`src/rtl/rxq_pkg.sv`:
```
package rxq_pkg;

    localparam int BYTE_W = 8;

    // Bit 10 overrun, bit 9 CRC failure, bit 8 end of frame.
    typedef struct packed {
        logic              ovr;
        logic              crc;
        logic              eof;
        logic [BYTE_W-1:0] data;
    } rxq_entry_t;

    typedef logic [2:0] rxq_tags_t;

    function automatic rxq_tags_t tags_of(rxq_entry_t e);
        return {e.ovr, e.crc, e.eof};
    endfunction

endpackage

```
`src/rtl/rxq_store.sv`:
```
module rxq_store
    import rxq_pkg::*;
#(
    parameter int DEPTH = 16,
    localparam int PTR_W = $clog2(DEPTH),
    localparam int CNT_W = $clog2(DEPTH + 1)
) (
    input  logic                   clk,
    input  logic                   rst,
    input  logic                   wr_en,
    input  rxq_entry_t             wr_ent,
    input  logic                   rd_en,
    output rxq_entry_t             bottom_o,
    output rxq_tags_t [DEPTH-1:0]  tags_o,
    output logic [PTR_W-1:0]       rd_ptr_o,
    output logic [CNT_W-1:0]       cnt_o,
    output logic [BYTE_W-1:0]      last_o
);

    rxq_entry_t        mem [DEPTH];
    logic [PTR_W-1:0]  wr_ptr;
    logic [PTR_W-1:0]  rd_ptr;
    logic [CNT_W-1:0]  cnt;
    logic [BYTE_W-1:0] last_q;

    logic full, empty, pop, push, ovr_hit;

    always_comb begin
        full    = (cnt == CNT_W'(DEPTH));
        empty   = (cnt == '0);
        pop     = rd_en && !empty;
        push    = wr_en && (!full || pop);
        ovr_hit = wr_en && full && !pop;
    end

    always_ff @(posedge clk) begin
        if (rst) begin
            wr_ptr <= '0;
            rd_ptr <= '0;
            cnt    <= '0;
            last_q <= '0;
            for (int i = 0; i < DEPTH; i++) begin
                mem[i] <= '0;
            end
        end else begin
            if (push) begin
                mem[wr_ptr] <= wr_ent;
                wr_ptr      <= wr_ptr + PTR_W'(1);
            end
            if (ovr_hit) begin
                mem[wr_ptr - PTR_W'(1)].ovr <= 1'b1;
            end
            if (pop) begin
                last_q <= mem[rd_ptr].data;
                rd_ptr <= rd_ptr + PTR_W'(1);
            end
            if (push && !pop) begin
                cnt <= cnt + CNT_W'(1);
            end else if (pop && !push) begin
                cnt <= cnt - CNT_W'(1);
            end
        end
    end

    generate
        for (genvar g = 0; g < DEPTH; g++) begin : g_tags
            assign tags_o[g] = tags_of(mem[g]);
        end
    endgenerate

    assign bottom_o = mem[rd_ptr];
    assign rd_ptr_o = rd_ptr;
    assign cnt_o    = cnt;
    assign last_o   = last_q;

endmodule

```
`src/rtl/rxq_scan.sv`:
```
module rxq_scan
    import rxq_pkg::*;
#(
    parameter int DEPTH = 16,
    parameter int WATCH = 8,
    localparam int PTR_W = $clog2(DEPTH),
    localparam int CNT_W = $clog2(DEPTH + 1)
) (
    input  rxq_tags_t [DEPTH-1:0] tags_i,
    input  logic [PTR_W-1:0]      rd_ptr,
    input  logic [CNT_W-1:0]      cnt,
    output logic                  hit_o
);

    logic [WATCH-1:0] hits;

    generate
        for (genvar g = 0; g < WATCH; g++) begin : g_win
            logic [PTR_W-1:0] idx;
            assign idx     = rd_ptr + PTR_W'(g);
            assign hits[g] = (CNT_W'(g) < cnt) && (|tags_i[idx]);
        end
    endgenerate

    assign hit_o = |hits;

endmodule

```
`src/rtl/rx_tag_fifo.sv`:
```
module rx_tag_fifo
    import rxq_pkg::*;
#(
    parameter int DEPTH = 16,
    parameter int WATCH = 8
) (
    input  logic              clk,
    input  logic              rst,
    input  logic              wr_en,
    input  logic [7:0]        wr_data,
    input  logic              wr_eof,
    input  logic              wr_crc_bad,
    input  logic              rd_en,
    output logic [7:0]        rd_data,
    output logic              st_crc_err,
    output logic              st_ovr,
    output logic              attn,
    output logic              irq,
    output logic              dma_req
);

    localparam int PTR_W = $clog2(DEPTH);
    localparam int CNT_W = $clog2(DEPTH + 1);

    rxq_entry_t            wr_ent;
    rxq_entry_t            bottom;
    rxq_tags_t [DEPTH-1:0] tags;
    logic [PTR_W-1:0]      rd_ptr;
    logic [CNT_W-1:0]      cnt;
    logic [BYTE_W-1:0]     last_byte;
    logic                  have_data;
    logic                  window_hit;

    always_comb begin
        wr_ent      = '0;
        wr_ent.data = wr_data;
        wr_ent.eof  = wr_eof;
        wr_ent.crc  = wr_crc_bad;
    end

    rxq_store #(.DEPTH(DEPTH)) u_store (
        .clk      (clk),
        .rst      (rst),
        .wr_en    (wr_en),
        .wr_ent   (wr_ent),
        .rd_en    (rd_en),
        .bottom_o (bottom),
        .tags_o   (tags),
        .rd_ptr_o (rd_ptr),
        .cnt_o    (cnt),
        .last_o   (last_byte)
    );

    rxq_scan #(.DEPTH(DEPTH), .WATCH(WATCH)) u_scan (
        .tags_i (tags),
        .rd_ptr (rd_ptr),
        .cnt    (cnt),
        .hit_o  (window_hit)
    );

    always_comb begin
        have_data  = (cnt != '0);
        rd_data    = have_data ? bottom.data : last_byte;
        st_crc_err = have_data && bottom.crc;
        st_ovr     = have_data && bottom.ovr;
        attn       = window_hit;
        irq        = window_hit;
        dma_req    = (cnt >= CNT_W'(WATCH)) && !window_hit;
    end

endmodule

```
`config.mk`:
```
export PLATFORM = sky130hd
export DESIGN_NAME = rx_tag_fifo
export DESIGN_NICKNAME = d
export VERILOG_FILES = /design/src/rtl/rxq_pkg.sv /design/src/rtl/rxq_store.sv /design/src/rtl/rxq_scan.sv /design/src/rtl/rx_tag_fifo.sv
export SDC_FILE = /design/constraint.sdc
export NUM_CORES = 1
export LEC_CHECK = 0
export BUFFER_PORTS_ARGS = -buffer_cell sky130_fd_sc_hd__clkbuf_2
export CAP_MARGIN = 20
export CORE_MARGIN = 10
export CORE_UTILIZATION = 36
export CTS_CLUSTER_SIZE = 28
export DETAILED_ROUTE_END_ITERATION = 16
export PLACE_DENSITY = 0.59
export SLEW_MARGIN = 25
export SYNTH_ARGS = -nofsm -noshare
export SYNTH_HDL_FRONTEND = slang
export SYNTH_HIERARCHICAL = 1
export SYNTH_SLANG_ARGS = --single-unit
```
`constraint.sdc`:
```
create_clock -name clk -period 3.57 [get_ports clk]
set_input_delay 0.357 -clock clk [delete_from_list [all_inputs] [get_ports clk]]
set_output_delay 0.357 -clock clk [all_outputs]
set_load 0.05 [all_outputs]
```
Word-level counts from Yosys, hierarchy flattened --
Memory sizes are Yosys's and may differ from the RTL's. A register that Yosys moved wholly into a read port is not among the register bits. Index checks and enable logic that the tools add are counted.
Storage, ports and cells: memories kept 1, output and inout bits 13, bits in registers 21, RAM bits 176, logic and storage cells 106
Memories:
- u_store.mem | depth 16, width 11, read ports 17, clocked after Yosys merged registers in 1, wr ports 16, RTL line rxq_store.sv:20 | rxq_entry_t mem [DEPTH];
Operators by class: $add $sub $neg 11, order comparisons 17, eq/ne operators 1, reductions and logical operators 37, multiplexer cells 35
Operator list (number):
- binary-select mux 3 bit (select 4 bit) | 8
- < comparator 4 x 5 -> 1 bit (second input constant) | 8
- 2-to-1 mux 3 bit | 8
- OR reduction 3 bit | 8
- 2-to-1 mux 11 bit | 2
- OR reduction 11 bit | 2
- < comparator 3 x 5 -> 1 bit (first input constant) | 4
- logical AND 1 bit | 17
- adder 4 x 3 -> 4 bit (second input constant) | 4
- 2-to-1 mux 4 bit | 4
- < comparator 1 x 5 -> 1 bit (first input constant) | 2
- < comparator 2 x 5 -> 1 bit (first input constant) | 2
- 2-to-1 mux 5 bit | 2
- 2-to-1 mux 1 bit | 9
- adder 4 x 1 -> 4 bit (second input constant) | 2
- adder 4 x 2 -> 4 bit (second input constant) | 2
- 2-to-1 mux 8 bit | 1
- OR reduction 8 bit | 1
- adder 5 x 1 -> 5 bit (second input constant) | 1
- equality test 5 bit (second input constant) | 1
- greater-or-equal comparator 5 x 4 -> 1 bit (second input constant) | 1
- zero test 1 bit | 5
- zero test 5 bit | 1
- nonzero test 5 bit | 1
- other kinds (5) | 5

Logic depth before layout (Yosys ltp) --
Gate-level depths: netlist of the first run.
word-level depth 11, mapped depth 13, mapped depth without buffers 12

By module --
The synthesis of the first run kept the hierarchy.
Modules (own cells, without submodules):
- rxq_store | area an instance 9904.5 um^2, cells each 755, times used 1
- rxq_scan | area an instance 1300.0 um^2, cells each 152, times used 1
- rx_tag_fifo | area an instance 150.1 um^2, cells each 15, times used 1

Least setup slack after synthesis of the first run --
OpenSTA, ideal clock, no wires.
path kind register to output, start register u_store.rd_ptr[0], in the netlist u_store/rd_ptr_o[0], end output dma_req, data required time 3213 ps, arrival 3632 ps, path buffers 3, setup slack -419 ps, stages on the path, launching flop included 12, path through dfxtp_1 > inv_1 > buf_6 > ha_1 > clkbuf_1 > buf_2 > nand2_1 > o22a_1 > a2bb2o_1 > a2111oi_2 > nand3_1 > nor2_1
On the way: cells in the longest elaborated chain, start to end 8, elaborated cells on any way between the ends 42, those cells by class 7 x add/sub; 16 x mux; 19 x reduce/logical
RTL lines:
- from (decl) | RTL line rxq_store.sv:22 | logic [PTR_W-1:0] rd_ptr;
- from (signal assigned) | RTL line rxq_store.sv:55 | rd_ptr <= rd_ptr + PTR_W'(1);
- adder 4 x 1 -> 4 bit, or another cell as far along | RTL line rxq_scan.sv:20 | assign idx = rd_ptr + PTR_W'(g);
- binary-select mux 3 bit (select 4 bit) | RTL line rxq_scan.sv:21 | assign hits[g] = (CNT_W'(g) < cnt) && (|tags_i[idx]);
- 2-to-1 mux 3 bit (not written as such) | RTL line rxq_scan.sv:21
- OR reduction 3 bit | RTL line rxq_scan.sv:21
- logical AND 1 bit | RTL line rxq_scan.sv:21
- OR reduction 8 bit (*) | RTL line rxq_scan.sv:25 | assign hit_o = |hits;
- via attn | RTL line rx_tag_fifo.sv:17 | output logic attn,
- zero test 1 bit (*) | RTL line rx_tag_fifo.sv:68 | dma_req = (cnt >= CNT_W'(WATCH)) && !window_hit;
- logical AND 1 bit (*) | RTL line rx_tag_fifo.sv:68
- to (decl) | RTL line rx_tag_fifo.sv:19 | output logic dma_req
The timed path passes the listed nets; every way through them passes the cells marked *. The select of a mux whose other input is x is not followed.

==> flow_summary.json, run 1 <==
{
  "finish.instance_area_mm2": 0.0123,
  "grtUsageTotal_pct": 14.0,
  "nets": 910,
  "fmax_ghz": 0.289,
  "cts_buffers": 23,
  "wl_per_cell_um": 21.4,
  "cp.required_ps": 3210,
  "hold_violations": 0,
  "initial_core_util_pct": 36.7,
  "crit_path_end_kind": "output pin",
  "r2r_slack_ps": 470,
  "hp-class": "in2reg",
  "skew_ps": 24.6,
  "peakVddDrop_mv": 0.246,
  "drc_errors": 0,
  "drive_above_1_share_pct": 23.0,
  "top_level_ports": 27,
  "fillers": 2873,
  "relSlewSlack_pct": 41.4,
  "timing.final.crit_period_ps": 3460,
  "die_y_um": 197,
  "diodes": 0,
  "worstPathMaxFanout": 4,
  "min_from": "wr_en",
  "grt_pass1_wl_mm": 43.5,
  "place_hpwl_mm": 19.1,
  "drv_cap": 0,
  "grt_overflow_total": 0,
  "path_buf_inv": 1,
  "yosys_warnings": 6,
  "r2r_cells": 11,
  "fin_crit_sh_pct": 97.0,
  "viasPerCell": 5.60,
  "final.setup.tns_ps": 0,
  "rsz0062_at_grt": "false",
  "via_count": 7245,
  "timing.rr.end": "u_store/cnt_o[4]",
  "r2r-start": "u_store/cnt_o[3]",
  "p_leak_nw": 4.88,
  "syn_area_mm2": 0.0112,
  "cts_hold_buf": 0,
  "drt-initial-drc-count": 678,
  "tritoncts": "built",
  "crit_chain": "nor3_2 -> mux4_2 -> a2111oi_0 -> or4_4 -> a2111oi_4 -> nand3_2 -> nor2_4 -> buf_12",
  "slowest_delay_ps": 530,
  "antenna_left": 0,
  "syn_avg_cell_area_um2": 12.3,
  "synth_cells": 917,
  "crit_family": "simple AND/OR/NAND/NOR gates",
  "area_growth_pct": 9.77,
  "holdPathEnd": "u_store/wr_ptr[3]",
  "slew_violations": 0,
  "gp_congestion": 0.863,
  "status": "completed",
  "path_clk_slew_ps": 50,
  "holdPathStages": 2,
  "powerDensity_mw_per_mm2": 612,
  "fp.dieW_um": 197,
  "cts_max_level": 1,
  "clk_latency_ps": 530,
  "grt_max_degree": 46,
  "setup_viol": 0,
  "dieArea_mm2": 0.0387,
  "cts_sinks": 201,
  "grt_pass1_vias": 7231,
  "worst_setup_path_start_kind": "flip-flop",
  "slowest_stage": "or4_4",
  "place_area_mm2": 0.0115,
  "rows": 64,
  "antenna_found_initial": 0,
  "timing_worst_slew_pin_value_ps": 875,
  "crit_cells": 8,
  "drtPass1Iterations": 5,
  "cts_buffer_depth": 3,
  "cp.arrival_ps": 3110,
  "core-area_mm2": 0.0307,
  "path_class": "reg2out",
  "port-buffer-count": 26,
  "clockRootBuffer": "clkbuf_16",
  "routed_wl_mm": 27.6
}
## worst max path at each step
stage	endpoint	from	slack [ps]
after floorplan	dma_req	u_store/rd_ptr_o[0]	120
after global routing	dma_req	u_store/rd_ptr_o[1]	8
final	dma_req	u_store/mem[9][8]	110
after detailed placement	attn	u_store/rd_ptr_o[2]	380
after CTS	dma_req	u_store/rd_ptr_o[0]	2
after global placement	attn	u_store/rd_ptr_o[2]	500
## worst reg2reg max path, delay by kind of cell, from the launching register on
| kind | cells | cell delay [ps] |
|---|---|---|
| AO/OA/AOI/OAI | 2 | 360 |
| adder cells (fa/ha/maj) | 2 | 500 |
| buffers and inverters | 2 | 200 |
| flip-flops | 1 | 310 |
| multiplexers | 2 | 560 |
| AND/OR/NAND/NOR | 3 | 1070 |
## metrics by stage
stage / std cells / power, W / hold slack (ps) / setup slack (ps) / utilization, %
6_report: 1293 / 0.00755 / 168 / 107 / 40.2
3_5_place_dp: 1252 / 0.00529 / 447 / 379 / 37.5
5_1_grt: 1293 / 0.00793 / 167 / 8.33 / 40.2
2_1_floorplan: 918 / 0.00474 / 433 / 118 / -
4_1_cts: 1293 / 0.00756 / 159 / 1.75 / 39.9
3_3_place_gp: 1252 / 0.00527 / 438 / 501 / 37.5
## area by class of cell
class                           instances  area (µm²)  share of cell area [%]
Clock inverter                         10        88.8                   0.720
Timing Repair Buffer                   62         440                    3.57
Tap cell                              396         495                    4.01
Sequential cell                       201        5790                    46.9
Clock buffer                           31         637                    5.16
Inverter                               13        48.8                   0.395
Multi-Input combinational cell        580        4840                    39.2
## metal layers
layer	vias to the layer above	GRT usage (%)	part of all wire [%]
met5	-	0	0
met4	0	3.59	1.7
met3	36	2.34	6.0
met2	218	22.1	47
met1	3659	19.6	45
li1	3332	-	-
## where the power goes
part	switching [W]	internal [W]	leakage, nW
Combinational	0.00147	0.000978	2.50
Clock	0.000933	0.00133	0.356
Sequential	0.000129	0.00271	2.03
## registers in the layout, summed over array words and instances, names as in the netlist, named ones only
name              count
u_store/rd_ptr_o      4
u_store/cnt_o         5
u_store/mem         176
u_store/last_o        8
u_store/wr_ptr        4
## cells in the final DEF, fill, tap and decap left out, drive strengths merged, types with 5 or more instances in the layout
master  count
inv        12
mux4       56
a21oi      24
nor3       29
a211oi      7
a311oi      5
nor4        9
clkbuf     56
buf        37
dfxtp      25
and3      121
clkinv     10
xnor2      10
mux2i      37
or3        11
o21ai      11
nor2       84
nand2      52
edfxtp    176
ha         14
a21o       31
xor2        8
nand3       8
mux2       11
## what timing repair did
item,in CTS,in global routing
buffers inserted,0,0
endpoints found under the setup margin,3,3
pin swaps,0,3
gates resized for setup,7,15
(Power assumes the default switching activity.)
==> run 2, diff against run 1 <==
--- a/config.mk
+++ b/config.mk
@@ -8,10 +8,10 @@
 export BUFFER_PORTS_ARGS = -buffer_cell sky130_fd_sc_hd__clkbuf_2
 export CAP_MARGIN = 20
 export CORE_MARGIN = 10
-export CORE_UTILIZATION = 36
+export CORE_UTILIZATION = 55
 export CTS_CLUSTER_SIZE = 28
 export DETAILED_ROUTE_END_ITERATION = 16
-export PLACE_DENSITY = 0.59
+export PLACE_DENSITY = 0.79
 export SLEW_MARGIN = 25
 export SYNTH_ARGS = -nofsm -noshare
 export SYNTH_HDL_FRONTEND = slang
==> constraint.sdc (replaced) <==
create_clock -name clk -period 3.57 [get_ports clk]
set_input_delay 0.5355 -clock clk [delete_from_list [all_inputs] [get_ports clk]]
set_output_delay 0.5355 -clock clk [all_outputs]
set_load 0.05 [all_outputs]
==> run 2 against run 1 <==
  * Cell count fell by 10%
  * Die area decreased by 31%
  * Via count up 4.1%
  * Power fell by 2.8%
  * Clock power decreased by 10%
  * Utilization increased by 20 points
  * Sequential power about the same
  * Worst hold slack improved by 150 ps
  * Fmax fell by 1.6%
  * Sequential share of layout area up 0.93 points
  * Global-route usage up 5.4 points
  * Clock skew decreased by 4.8 ps
  * Largest cell class unchanged
  * Largest power group unchanged
==> flow_summary.json, run 2 (same netlist as run 1, synthesis figures left out) <==
{
  "status": "completed",
  "core-area_mm2": 0.0202,
  "top_level_ports": 27,
  "holdPathEnd": "u_store/wr_ptr[3]",
  "fp.dieW_um": 163,
  "p_leak_nw": 4.84,
  "routed_wl_mm": 25.9,
  "relSlewSlack_pct": 38.5,
  "path_class": "reg2out",
  "drive_above_1_share_pct": 23.3,
  "crit_chain": "nor3_2 -> mux4_2 -> a2111oi_0 -> or4_4 -> a2111oi_4 -> nand3_4 -> clkbuf_2",
  "wl_per_cell_um": 22.3,
  "hold_violations": 0,
  "slowest_stage": "or4_4",
  "tritoncts": "built",
  "timing.final.crit_period_ps": 3520,
  "regMostFlops": "u_store/mem",
  "timing_worst_slew_pin_value_ps": 922,
  "clk_latency_ps": 510,
  "grt_max_degree": 49,
  "clockRootBuffer": "clkbuf_16",
  "gp_congestion": 0.929,
  "r2r-start": "u_store/cnt_o[3]",
  "crit_path_end_kind": "output pin",
  "r2r_slack_ps": 470,
  "holdWs_ps": 313,
  "place_area_mm2": 0.0113,
  "finish.instance_area_mm2": 0.0121,
  "via_count": 7544,
  "worst_setup_path_start_kind": "flip-flop",
  "grtUsageTotal_pct": 19.4,
  "slowest_delay_ps": 570,
  "fin_ws_ps": 49.3,
  "min_from": "wr_en",
  "cp.arrival_ps": 2990,
  "dieArea_mm2": 0.0266,
  "antenna_left": 0,
  "drc_errors": 0,
  "viasPerCell": 6.48,
  "layout_common_cells": "edfxtp_1 (176), and3_1 (121), nor2_1 (80), mux4_2 (56), nand2_1 (52)",
  "nets": 911,
  "diodes": 0,
  "area_growth_pct": 7.64,
  "fin_crit_sh_pct": 98.6,
  "cp.required_ps": 3030,
  "port-buffer-count": 26,
  "placedCellCount": 1129,
  "worstPathMaxFanout": 3,
  "grt_overflow_total": 0,
  "grt_pass1_vias": 7244,
  "skew_ps": 19.9,
  "holdPathStages": 2,
  "timing.rr.end": "u_store/cnt_o[4]",
  "cts_max_level": 1,
  "r2r_cells": 11,
  "cts_buffer_depth": 3,
  "die_y_um": 163,
  "initial_core_util_pct": 55.7,
  "largest_reg_flops": 176,
  "fmax_ghz": 0.284,
  "fillers": 1517,
  "drv_cap": 0,
  "peakVddDrop_mv": 0.309,
  "powerDensity_mw_per_mm2": 606,
  "stdcell_count": 1164,
  "setup_viol": 0,
  "grt_pass1_wl_mm": 41.2,
  "hp-class": "in2reg",
  "place_hpwl_mm": 17.8,
  "cts_sinks": 201,
  "final_common_cell": "edfxtp_1",
  "drt-initial-drc-count": 889,
  "cts_buffers": 21,
  "path_clk_slew_ps": 60,
  "pre_cts_ws_ps": 376,
  "antenna_found_initial": 0,
  "rows": 52,
  "drtPass1Iterations": 7,
  "slew_violations": 0
}
==> run 2: cell types whose count changed in the layout (fill, tap and decap cells not counted), sizes merged <==
cell      before  now
clkinvlp       0    3
inv           12   13
clkinv        10    7
buf           37   41
clkbuf        56   48
==> run 2: how the worst max path moves through the flow <==
| stage | start | end | slack [ps] | cells past startpoint |
|---|---|---|---|---|
| floorplan | u_store/rd_ptr_o[0] | dma_req | 3 | 11 |
| global placement | u_store/mem[8][9] | attn | 410 | 7 |
| detailed placement | u_store/mem[8][8] | attn | 380 | 7 |
| CTS | u_store/mem[0][8] | attn | 4 | 7 |
| global route | u_store/rd_ptr_o[0] | dma_req | -7 | 8 |
| finish | u_store/mem[1][8] | irq | 50 | 7 |
==> run 2: where the power goes <==
group	leakage, nW	switching [W]	internal (W)
clock network	0.301	0.000876	0.00115
logic	2.51	0.00145	0.00100
registers	2.03	0.000137	0.00271
==> run 2: layer usage <==
layer,vias up,global-route usage (%),wire length (µm)
met3,46,2.70,2310
met2,425,31.0,12400
met4,0,5.61,495
li1,3347,-,-
met1,3726,27.3,10700
met5,-,0,0
==> run 2: stage by stage <==
step	power, W	TNS, ps	utilization, %
after floorplan	0.00475	0	-
after global placement	0.00522	0	56.3
after detailed placement	0.00527	0	56.3
after CTS	0.00729	0	59.6
after global routing	0.00764	-12.5	60.0
final	0.00734	0	60.0
==> run 2: critical path: cells and delay by family (launching register included) <==
kind	cells	cell delay, ps
mux	1	340
compound gates	2	440
simple gates	3	1010
buf+inv	1	270
flops	1	430
==> run 2: what timing repair did <==
action,CTS,global route
endpoints found under the setup margin,3,3
gates resized for setup,8,16
hold endpoints to repair,0,0
pin swaps,0,2
gates cloned,0,0
setup buffers,0,0
hold buffers,0,0
==> run 2: area by class of cell <==
cell class	count	area [µm²]	share of cell area (%)
flip-flops and latches	201	5790	47.8
multi-input cells	580	4850	40.1
repair buffers	65	450	3.72
well taps	270	338	2.79
clock inverters	11	90.1	0.744
clock buffers	24	537	4.44
inverters	13	48.8	0.403
==> run 3, diff against run 2 <==
==> constraint.sdc (replaced) <==
create_clock -name clk -period 4 [get_ports clk]
set_input_delay 0.6 -clock clk [delete_from_list [all_inputs] [get_ports clk]]
set_output_delay 0.6 -clock clk [all_outputs]
set_load 0.05 [all_outputs]
==> run 3 against run 2 <==
  * Combinational power shrank 15%
  * Count of clock-buffer cells in the layout up 1
  * First-iteration DRC count shrank 6.1%
  * Critical path depth up 1
  * Sequential power down 11%
  * Critical endpoint is now dma_req
  * Largest cell class unchanged
==> flow_summary.json, run 3 (same netlist as run 1, synthesis figures left out) <==
{
  "total_power_w": 0.00644,
  "cp.required_ps": 3400,
  "wl_per_cell_um": 21.6,
  "pre_cts_ws_ps": 595,
  "clockRootBuffer": "clkbuf_16",
  "cell_internal_pwr_w": 0.00429,
  "drive_above_1_share_pct": 20.4,
  "crit_path_end_kind": "output pin",
  "port-buffer-count": 26,
  "core-area_mm2": 0.0202,
  "relSlewSlack_pct": 47.5,
  "worstPathMaxFanout": 3,
  "drc_errors": 0,
  "antenna_left": 0,
  "powerDensity_mw_per_mm2": 542,
  "timing_worst_slew_pin_value_ps": 785,
  "drv_cap": 0,
  "cp.arrival_ps": 3310,
  "grt_overflow_total": 0,
  "diodes": 0,
  "holdWs_ps": 377,
  "hold_violations": 0,
  "fin_ws_ps": 91.4,
  "status": "completed",
  "final.setup.tns_ps": 0,
  "placedCellCount": 1118,
  "tritoncts": "built",
  "p_sw_w": 0.00215,
  "rows": 52,
  "power_frac_seq_pct": 39.6,
  "area_growth_pct": 5.77,
  "grtUsageTotal_pct": 18.5,
  "final_common_cell": "edfxtp_1",
  "dieArea_mm2": 0.0266,
  "grt_max_degree": 43,
  "layout_common_cells": "edfxtp_1 (176), and3_1 (121), nor2_1 (80), mux4_2 (56), nand2_1 (52)",
  "cts_buffers": 21,
  "timing.final.crit_period_ps": 3910,
  "cts_hold_buf": 0,
  "nets": 900,
  "via_count": 7302,
  "gp_congestion": 0.938,
  "drt-initial-drc-count": 835,
  "skew_ps": 13.5,
  "routed_wl_mm": 24.9,
  "sw_frac_of_total_pct": 33.4,
  "cts_buffer_depth": 3,
  "grt_pass1_wl_mm": 39.3,
  "clkPwrFrac_pct": 28.0,
  "fp.dieW_um": 163,
  "stdcell_count": 1154,
  "slew_violations": 0,
  "path_class": "reg2out",
  "viasPerCell": 6.33,
  "place_hpwl_mm": 17.5,
  "top_level_ports": 27,
  "clk_latency_ps": 510,
  "p_leak_nw": 4.76,
  "hp-class": "in2reg",
  "slowest_stage": "or4_4",
  "drtPass1Iterations": 5,
  "crit_chain": "nor3_1 -> mux4_2 -> a2111oi_0 -> or4_4 -> a2111oi_2 -> nand3_1 -> nor2_4 -> buf_12",
  "fin_crit_sh_pct": 97.7,
  "setup_viol": 0,
  "cts_max_level": 1,
  "peakVddDrop_mv": 0.344,
  "fillers": 1574,
  "initial_core_util_pct": 55.7,
  "largest_reg_flops": 176,
  "die_y_um": 163,
  "worst_setup_path_start_kind": "flip-flop",
  "p_comb_share_pct": 32.5,
  "path_clk_slew_ps": 60,
  "rsz0062_at_grt": "false",
  "antenna_found_initial": 0,
  "slowest_delay_ps": 560,
  "grt_pass1_vias": 7168,
  "regMostFlops": "u_store/mem",
  "fmax_ghz": 0.256,
  "cts_sinks": 201
}
## run 3: per-stage QoR
step                instance area [µm²]  utilization [%]
floorplan                         11300                -
global placement                  11300             55.8
detailed placement                11300             55.8
CTS                               11900             58.9
global route                      11900             59.0
finish                            11900             59.0
## run 3: final cells by class
class,count,area (µm²),share of cell area (%)
Clock buffer,25,541,4.55
Clock inverter,11,83.8,0.705
Inverter,13,48.8,0.410
Multi-Input combinational cell,580,4720,39.7
Sequential cell,201,5790,48.7
Tap cell,270,338,2.84
Timing Repair Buffer,54,368,3.09
## run 3: per-layer routing
layer | track usage [%] | vias to the layer above | share of wire [%] | wire length (µm)
met2 | 29.4 | 367 | 47 | 11800
li1 | - | 3320 | - | -
met1 | 24.9 | 3566 | 41 | 10300
met3 | 3.31 | 49 | 8.5 | 2120
met4 | 7.01 | 0 | 2.7 | 673
met5 | 0 | - | 0 | 0
## run 3: final timing paths
path | start | end | slack [ps] | depth (start not counted)
max reg2reg | u_store/wr_ptr[0] | u_store/mem[9][9] | 680 | 7
min reg2reg | u_store/last_o[5] | u_store/last_o[5] | 450 | 2
max | u_store/mem[1][9] | dma_req | 90 | 8
min | wr_en | u_store/wr_ptr[3] | 380 | 2
## run 3: critical path: cells and delay by family (launching register included)
| kind | cells | cell delay, ps |
|---|---|---|
| AND/OR/NAND/NOR | 4 | 1450 |
| flip-flops | 1 | 470 |
| AO/OA/AOI/OAI | 2 | 380 |
| multiplexers | 1 | 370 |
| buffers and inverters | 1 | 140 |
## run 3: repair_timing
item | in CTS | in global routing
hold endpoints to repair | 0 | 0
setup endpoints to repair | 0 | 3
buffers inserted | 0 | 0
gates resized for setup | 0 | 3
## run 3: power groups by stage
stage / Sequential, W / Clock (W) / Combinational [W]
3_3_place_gp: 0.00258 / 0 / 0.00203
5_1_grt: 0.00257 / 0.00191 / 0.00224
6_report: 0.00255 / 0.00180 / 0.00209
3_5_place_dp: 0.00259 / 0 / 0.00206
2_1_floorplan: 0.00255 / 0 / 0.00167
4_1_cts: 0.00255 / 0.00182 / 0.00207
